**config.mk**
```make
export PLATFORM = sky130hd
export DESIGN_NAME = jtag_dr_path
export DESIGN_NICKNAME = d
export VERILOG_FILES = /design/src/rtl/jtag_dr_pkg.sv /design/src/rtl/jdr_decode.sv /design/src/rtl/jdr_bypass_bit.sv /design/src/rtl/jdr_id_reg.sv /design/src/rtl/jdr_bsr.sv /design/src/rtl/jtag_dr_path.sv
export SDC_FILE = /design/constraint.sdc
export NUM_CORES = 1
export LEC_CHECK = 0
export CAP_MARGIN = 10
export CORE_MARGIN = 10
export CORE_UTILIZATION = 40
export CTS_BUF_LIST = sky130_fd_sc_hd__clkbuf_2 sky130_fd_sc_hd__clkbuf_4 sky130_fd_sc_hd__clkbuf_8
export CTS_CLUSTER_SIZE = 20
export DETAILED_ROUTE_END_ITERATION = 8
export PLACE_DENSITY = 0.67
export SETUP_SLACK_MARGIN = 0.5
export SKIP_CTS_REPAIR_TIMING = 1
export SLEW_MARGIN = 20
export SYNTH_ARGS = -nofsm -noshare
export SYNTH_HDL_FRONTEND = slang
export SYNTH_SLANG_ARGS = --single-unit
```
**constraint.sdc**
```tcl
create_clock -name tck -period 2.9 [get_ports tck]
set_clock_uncertainty 0.15 [all_clocks]
set_input_delay 0.29 -clock tck [delete_from_list [all_inputs] [get_ports tck]]
set_output_delay 0.29 -clock tck [all_outputs]
set_load 0.01 [all_outputs]
```
**src/rtl/jtag_dr_pkg.sv**
```systemverilog
`timescale 1ns/1ps
package jtag_dr_pkg;

    localparam int IR_W   = 3;
    localparam int PROD_W = 11;
    localparam int PART_W = 16;
    localparam int REV_W  = 4;
    localparam int ID_W   = 1 + PROD_W + PART_W + REV_W;

    localparam logic [IR_W-1:0] OP_EXTEST = 3'b000;
    localparam logic [IR_W-1:0] OP_SAMPLE = 3'b100;
    localparam logic [IR_W-1:0] OP_IDCODE = 3'b110;
    localparam logic [IR_W-1:0] OP_BYPASS = 3'b111;

    typedef enum logic [1:0] {
        PATH_BYP = 2'd0,
        PATH_ID  = 2'd1,
        PATH_BSR = 2'd2
    } dr_path_e;

    typedef struct packed {
        dr_path_e path;
        logic     cells_own_pins;
    } dr_sel_t;

    typedef struct packed {
        logic cap;
        logic sh;
        logic upd;
    } dr_strobe_t;

    function automatic dr_sel_t decode_op(input logic [IR_W-1:0] op);
        dr_sel_t s;
        s.cells_own_pins = 1'b0;
        unique case (op)
            OP_EXTEST: begin
                s.path           = PATH_BSR;
                s.cells_own_pins = 1'b1;
            end
            OP_SAMPLE: s.path = PATH_BSR;
            OP_IDCODE: s.path = PATH_ID;
            default:   s.path = PATH_BYP;
        endcase
        return s;
    endfunction

    function automatic logic [ID_W-1:0] pack_id(
        input logic [PROD_W-1:0] prod,
        input logic [PART_W-1:0] part,
        input logic [REV_W-1:0]  rev
    );
        return {rev, part, prod, 1'b1};
    endfunction

endpackage

```
**src/rtl/jdr_decode.sv**
```systemverilog
`timescale 1ns/1ps
module jdr_decode
    import jtag_dr_pkg::*;
(
    input  logic [IR_W-1:0] op,
    input  dr_strobe_t      strobe,
    output dr_sel_t         sel,
    output dr_strobe_t      st_byp,
    output dr_strobe_t      st_id,
    output dr_strobe_t      st_bsr
);
    always_comb begin
        sel    = decode_op(op);
        st_byp = '0;
        st_id  = '0;
        st_bsr = '0;
        unique case (sel.path)
            PATH_ID:  st_id  = strobe;
            PATH_BSR: st_bsr = strobe;
            default:  st_byp = strobe;
        endcase
    end
endmodule

```
**src/rtl/jdr_bypass_bit.sv**
```systemverilog
`timescale 1ns/1ps
module jdr_bypass_bit
    import jtag_dr_pkg::*;
(
    input  logic       tck,
    input  logic       tap_rst,
    input  dr_strobe_t st,
    input  logic       tdi,
    output logic       so
);
    always_ff @(posedge tck) begin
        if (tap_rst)     so <= 1'b0;
        else if (st.cap) so <= 1'b0;
        else if (st.sh)  so <= tdi;
    end
endmodule

```
**src/rtl/jdr_id_reg.sv**
```systemverilog
`timescale 1ns/1ps
module jdr_id_reg
    import jtag_dr_pkg::*;
#(
    parameter logic [PROD_W-1:0] PRODUCER = '0,
    parameter logic [PART_W-1:0] PART     = '0,
    parameter logic [REV_W-1:0]  REVISION = '0
) (
    input  logic       tck,
    input  logic       tap_rst,
    input  dr_strobe_t st,
    input  logic       tdi,
    output logic       so
);
    localparam logic [ID_W-1:0] ID_WORD = pack_id(PRODUCER, PART, REVISION);

    logic [ID_W-1:0] sr;

    always_ff @(posedge tck) begin
        if (tap_rst)     sr <= ID_WORD;
        else if (st.cap) sr <= ID_WORD;
        else if (st.sh)  sr <= {tdi, sr[ID_W-1:1]};
    end

    assign so = sr[0];
endmodule

```
**src/rtl/jdr_bsr.sv**
```systemverilog
`timescale 1ns/1ps
module jdr_bsr
    import jtag_dr_pkg::*;
#(
    parameter int NPORT = 49
) (
    input  logic             tck,
    input  logic             tap_rst,
    input  dr_strobe_t       st,
    input  logic             tdi,
    input  logic [NPORT-1:0] core_out,
    input  logic [NPORT-1:0] pad_in,
    output logic             so,
    output logic [NPORT-1:0] upd_q
);
    localparam int LEN = 2 * NPORT;

    logic [LEN-1:0] cap_vec;
    logic [LEN-1:0] sr;

    for (genvar p = 0; p < NPORT; p++) begin : g_pair
        assign cap_vec[2*p]   = core_out[p];
        assign cap_vec[2*p+1] = pad_in[p];
    end

    always_ff @(posedge tck) begin
        if (tap_rst)     sr <= '0;
        else if (st.cap) sr <= cap_vec;
        else if (st.sh)  sr <= {tdi, sr[LEN-1:1]};
    end

    always_ff @(posedge tck) begin
        if (tap_rst) begin
            upd_q <= '0;
        end else if (st.upd) begin
            for (int p = 0; p < NPORT; p++) upd_q[p] <= sr[2*p];
        end
    end

    assign so = sr[0];
endmodule

```
**src/rtl/jtag_dr_path.sv**
```systemverilog
`timescale 1ns/1ps
module jtag_dr_path
    import jtag_dr_pkg::*;
#(
    parameter int                NPORT    = 49,
    parameter logic [PROD_W-1:0] PRODUCER = 11'h2A5,
    parameter logic [PART_W-1:0] PART     = 16'hC3E1,
    parameter logic [REV_W-1:0]  REVISION = 4'h9
) (
    input  logic             tck,
    input  logic             tap_rst,
    input  logic [IR_W-1:0]  ir,
    input  logic             capture_dr,
    input  logic             shift_dr,
    input  logic             update_dr,
    input  logic             tdi,
    input  logic [NPORT-1:0] core_out,
    input  logic [NPORT-1:0] pad_in,
    output logic [NPORT-1:0] pin_out,
    output logic             tdo,
    output logic             tdo_oe
);
    dr_strobe_t       strobe;
    dr_sel_t          sel;
    dr_strobe_t       st_byp, st_id, st_bsr;
    logic             byp_so, id_so, bsr_so, dr_so;
    logic [NPORT-1:0] cell_upd;

    assign strobe = '{cap: capture_dr, sh: shift_dr, upd: update_dr};

    jdr_decode u_dec (
        .op     (ir),
        .strobe (strobe),
        .sel    (sel),
        .st_byp (st_byp),
        .st_id  (st_id),
        .st_bsr (st_bsr)
    );

    jdr_bypass_bit u_byp (
        .tck     (tck),
        .tap_rst (tap_rst),
        .st      (st_byp),
        .tdi     (tdi),
        .so      (byp_so)
    );

    jdr_id_reg #(
        .PRODUCER (PRODUCER),
        .PART     (PART),
        .REVISION (REVISION)
    ) u_id (
        .tck     (tck),
        .tap_rst (tap_rst),
        .st      (st_id),
        .tdi     (tdi),
        .so      (id_so)
    );

    jdr_bsr #(.NPORT(NPORT)) u_bsr (
        .tck      (tck),
        .tap_rst  (tap_rst),
        .st       (st_bsr),
        .tdi      (tdi),
        .core_out (core_out),
        .pad_in   (pad_in),
        .so       (bsr_so),
        .upd_q    (cell_upd)
    );

    always_comb begin
        unique case (sel.path)
            PATH_ID:  dr_so = id_so;
            PATH_BSR: dr_so = bsr_so;
            default:  dr_so = byp_so;
        endcase
    end

    always_ff @(negedge tck) begin
        if (tap_rst) begin
            tdo    <= 1'b0;
            tdo_oe <= 1'b0;
        end else begin
            tdo_oe <= shift_dr;
            if (shift_dr) tdo <= dr_so;
        end
    end

    assign pin_out = sel.cells_own_pins ? cell_upd : core_out;
endmodule

```
==> Word-level counts from Yosys, hierarchy flattened <==
Cells that the tools add are included.
{ "classes": {"reduce_logical": 6, "muxes": 9, "eq_ne": 4} }
{ "op_table": {"columns": ["operator", "n"], "rows": [
  ["$mux W98", 2],
  ["$mux W49", 1],
  ["$mux W3", 3],
  ["$reduce_or A2 Y1", 4],
  ["$eq A3 B3 Y1 const B", 2],
  ["$pmux W2 S2", 1],
  ["$logic_not A3 Y1", 1],
  ["$eq A2 B1 Y1 const B", 1],
  ["$eq A2 B2 Y1 const B", 1],
  ["$pmux W1 S2", 1],
  ["$reduce_bool A2 Y1", 1],
  ["$mux W1", 1]
]} }
{ "totals": {"elab_cells": 25, "output_inout_bits": 51, "register_bits": 182, "inputBits": 107} }

==> Logic depth before layout (Yosys ltp) <==
{ "logic_depth": {"word_depth": 7, "depth_mapped": 7, "depth_no_buf": 3} }

==> By module <==
Synthesis repeated with hierarchy kept, for this count alone.
{ "hier_totals": {"hier_cells": 788, "area_unflattened_um2": 8323.0} }
{ "by_module_without_submodules": {"columns": ["module", "area_each_um2", "cells_each", "instances", "seq_area_each_um2"], "rows": [
  ["jdr_bsr", 6232.2, 594, 1, 2942.8],
  ["jdr_id_reg", 1158.6, 105, 1, 640.6],
  ["jtag_dr_path", 753.2, 67, 1, 40.0],
  ["jdr_decode", 138.9, 19, 1, 0.0],
  ["jdr_bypass_bit", 40.0, 3, 1, 20.0]
]} }

==> results by group <==
Run status
  • Result of the run: completed

Critical path
  • Launching element type of the critical path: flip-flop
  • Number of buffers and inverters on the critical path: 1
  • Reg-to-reg slack, setup: 0.58 ns
  • Kind of cell adding the most delay to the critical path: flip-flops
  • Required arrival time at the worst endpoint: 2.46 ns
  • CP max-delay cell: sky130_fd_sc_hd__dfxtp_2
  • CP Capture Type: primary output
  • Critical R2R Capture: tdo
  • Depth of the worst register-to-register path: 2
  • Highest fanout seen on the critical path: 2
  • Worst setup path class: flip-flop to primary output
  • Crit path DAT: 2.37 ns
  • Worst-path cell chain: buf_6
  • Crit. path cell count: 1
  • Critical register-to-register path startpoint: u_bsr.sr[0]
  • Largest incremental delay on the critical path: 0.34 ns

Logic synthesis
  • Total of warnings raised by yosys: 0
  • Yosys top cell by area: sky130_fd_sc_hd__dfxtp_1
  • Flip-flop and latch count after synthesis: 182
  • Share of synthesized area occupied by flip-flops and latches: 46.3%
  • Post-synthesis instance area: 7880 um2
  • Post-synthesis area per instance: 8.08 um2
  • Post-synth cell types: 28
  • Gate Count Post-Synth: 975
  • Post-Syn Nets: 1082
  • Leading cell types by total area after synthesis: sky130_fd_sc_hd__dfxtp_1, sky130_fd_sc_hd__nand2_1, sky130_fd_sc_hd__a22o_1
  • Share of Yosys cell area claimed by the top area cell type: 46.3%

Placed design
  • Area of placed instances: 9600 um2
  • Number of cells in the design after placement: 1331
  • HPWL after detailed placement: 13500 um
  • Number of I/O port buffers: 157
  • Final Wtd Congestion: 0.802

Floorplanning
  • Standard-cell rows: 51
  • Area of the core region: 19400 um2
  • Number of top-level pins: 158
  • Starting density of the core: 40.6%
  • Die Y-Extent: 160 um
  • Die Outline Area: 25700 um2
  • Width of the die: 160 um

Clocking
  • Maximum count of clock buffers along a single path: 2
  • Clock net sink count: 182
  • Clock slew at the register clock pins of the worst setup and hold paths: 0.09 ns
  • Clk Tree Root Cell: sky130_fd_sc_hd__clkbuf_8
  • Number of buffers created by CTS: 17
  • Clock insertion delay at the later pin of the skew report: 0.46 ns
  • Maximum level of the CTS H-tree: 4
  • Clock tree from TritonCTS: built

Routing
  • Routed len/inst: 16.2 um
  • Final wirelength: 22200 um
  • Number of detailed-routing iterations run before antenna repair: 4
  • DRC violations left: 0
  • Drt first-iter violations: 553
  • Final antenna-violating net count: 0
  • Vias/cell: 5.14
  • Detailed-route via count: 7026

Power
  • Static Leakage: 4.25 nW
  • Power density over the cells: 505 nW/um2
  • Peak ir drop on the vdd network: 0.290 mV

Min path
  • Min-Delay Path Class: primary input to flip-flop
  • Start point of the worst min-delay path: tap_rst
  • Worst Hold End: u_bsr.upd_q[13]
  • Depth of the worst hold-timing path: 2

Global route
  • Global routing usage on met1: 21.1%
  • Total grt overflow: 0
  • Fraction of met3 tracks used by global routing: 4.83%
  • Vias in the first global route: 6766
  • Initial antenna violation count: 2
  • Grt met2 use: 25.4%
  • Maximum number of pins on one net before global-route repair: 199
  • First-pass GRT wire length: 35000 um
  • Layer carrying the most global-route usage: met2
  • GRT Resource Usage Total: 16.3%

Timing
  • Final setup violation count: 0
  • Final slew viol count: 0
  • Count of final hold-check violations: 0
  • Worst slew pin tran: 0.749 ns
  • Unrepaired setup endpoints after global routing: yes
  • Setup Total Neg Slack: 0 ns
  • Worst slew margin relative to its limit: 50.1%

Flow run
  • Max Cap Violations: 0

Finish
  • Post-route non-filler standard cell count: 1367
  • Finished Cell Area: 10300 um2
  • Final net count: 1197
  • Relative area change from synthesis to final layout: 30.7%
  • Count of inserted antenna diode cells: 0
  • Layout cell share with drive strength beyond 1: 10.8%
==> cell usage in the layout, fill, tap and decap left out, types with 2 or more instances in the layout <==
master                            synthesis  routed
sky130_fd_sc_hd__dfxtp_1                182     179
sky130_fd_sc_hd__inv_6                    0       2
sky130_fd_sc_hd__clkbuf_8                 0      18
sky130_fd_sc_hd__and3b_1                  2       2
sky130_fd_sc_hd__buf_6                    3       3
sky130_fd_sc_hd__inv_1                    1       2
sky130_fd_sc_hd__nand3_1                 16      16
sky130_fd_sc_hd__buf_12                   0       6
sky130_fd_sc_hd__clkinvlp_4               0       3
sky130_fd_sc_hd__o21ai_0                 99      99
sky130_fd_sc_hd__clkbuf_4                 0       2
sky130_fd_sc_hd__mux2_2                  49      49
sky130_fd_sc_hd__a21oi_1                 65      65
sky130_fd_sc_hd__a21o_1                   2       2
sky130_fd_sc_hd__a22o_1                  98      98
sky130_fd_sc_hd__dlymetal6s2s_1           0      51
sky130_fd_sc_hd__nor3_4                   0       2
sky130_fd_sc_hd__clkbuf_16                0       2
sky130_fd_sc_hd__buf_4                    3      15
sky130_fd_sc_hd__nor2b_1                  4       4
sky130_fd_sc_hd__bufinv_16                0       4
sky130_fd_sc_hd__clkdlybuf4s50_1          0     100
sky130_fd_sc_hd__a31oi_1                  2       2
sky130_fd_sc_hd__buf_16                   0       2
sky130_fd_sc_hd__dfxtp_2                  0       3
sky130_fd_sc_hd__nand2_1                357     357
==> routing by layer <==
metal,wire length [um],part of all wire [%],vias to the layer above
met1,10600,48,3286
li1,-,-,3549
met4,230,1.0,2
met5,13,0.059,-
met2,10100,45,171
met3,1260,5.7,18
==> synth_stat cells <==
master	n
sky130_fd_sc_hd__buf_1	3
sky130_fd_sc_hd__mux2_2	49
sky130_fd_sc_hd__nand2_1	357
sky130_fd_sc_hd__nand4b_1	1
sky130_fd_sc_hd__clkbuf_1	45
sky130_fd_sc_hd__buf_2	32
sky130_fd_sc_hd__a21oi_2	1
sky130_fd_sc_hd__or3b_1	1
sky130_fd_sc_hd__inv_1	1
sky130_fd_sc_hd__dfxtp_1	182
sky130_fd_sc_hd__a21o_1	2
sky130_fd_sc_hd__and4b_1	1
sky130_fd_sc_hd__o2bb2ai_1	1
sky130_fd_sc_hd__or2_1	1
sky130_fd_sc_hd__o21ai_0	99
sky130_fd_sc_hd__a31oi_1	2
sky130_fd_sc_hd__and3b_1	2
sky130_fd_sc_hd__a21oi_1	65
sky130_fd_sc_hd__a21oi_4	1
sky130_fd_sc_hd__buf_6	3
sky130_fd_sc_hd__nor2b_1	4
sky130_fd_sc_hd__nor3b_2	1
sky130_fd_sc_hd__nand3_1	16
sky130_fd_sc_hd__buf_4	3
sky130_fd_sc_hd__nor3_2	2
sky130_fd_sc_hd__a22o_1	98
sky130_fd_sc_hd__nor2_1	1
sky130_fd_sc_hd__o211ai_1	1
==> cell type report <==
cell class	instances	area [um2]
fillers	1856	9100
multi-input cells	706	3850
flip-flops and latches	182	3650
repair buffers	181	2020
well taps	265	332
clock buffers	20	263
clock inverters	13	181
==> registers in the layout, summed over array words and instances, names as in the netlist <==
name         count
u_bsr.sr        98
u_byp.so         1
u_id.sr         32
u_bsr.upd_q     49
tdo_oe           1
tdo              1
==> per-stage QoR <==
stage | setup WS [ns] | power [W] | hold slack, ns | util (%)
5_1_grt | 0.0529 | 0.00541 | 0.0453 | 53.1
3_5_place_dp | -0.138 | 0.00335 | 0.294 | 49.5
4_1_cts | -0.424 | 0.00525 | 0.0235 | 51.8
2_1_floorplan | 0.322 | 0.00302 | 0.263 | -
3_3_place_gp | -0.111 | 0.00335 | 0.288 | 49.5
6_report | 0.0906 | 0.00520 | 0.0540 | 53.1
==> worst max path at each step <==
stage,end,from
2_1_floorplan,tdo,ir[0]
3_3_place_gp,tdo,ir[0]
3_5_place_dp,tdo,ir[0]
4_1_cts,tdo,tdo
5_1_grt,tdo,tdo
6_report,tdo,tdo
==> cells by family (layout without fill, tap and decap cells) <==
| logic type | count (synthesis) | count (layout) | share of synthesized area, % |
|---|---|---|---|
| muxes | 49 | 49 | 7.01 |
| and+or+nand+nor | 387 | 387 | 19.5 |
| buffers and inverters | 87 | 214 | 5.08 |
| AOI/OAI and AO/OA | 270 | 270 | 22.2 |
| DFF | 182 | 182 | 46.3 |
==> report_power, final <==
part / total, W / switching [W] / internal, W / leakage, nW
Clock: 0.00191 / 0.000924 / 0.000986 / 0.223
Combinational: 0.000687 / 0.000336 / 0.000352 / 2.55
Sequential: 0.00260 / 0.0000395 / 0.00256 / 1.48
(Power assumes the default switching activity.)
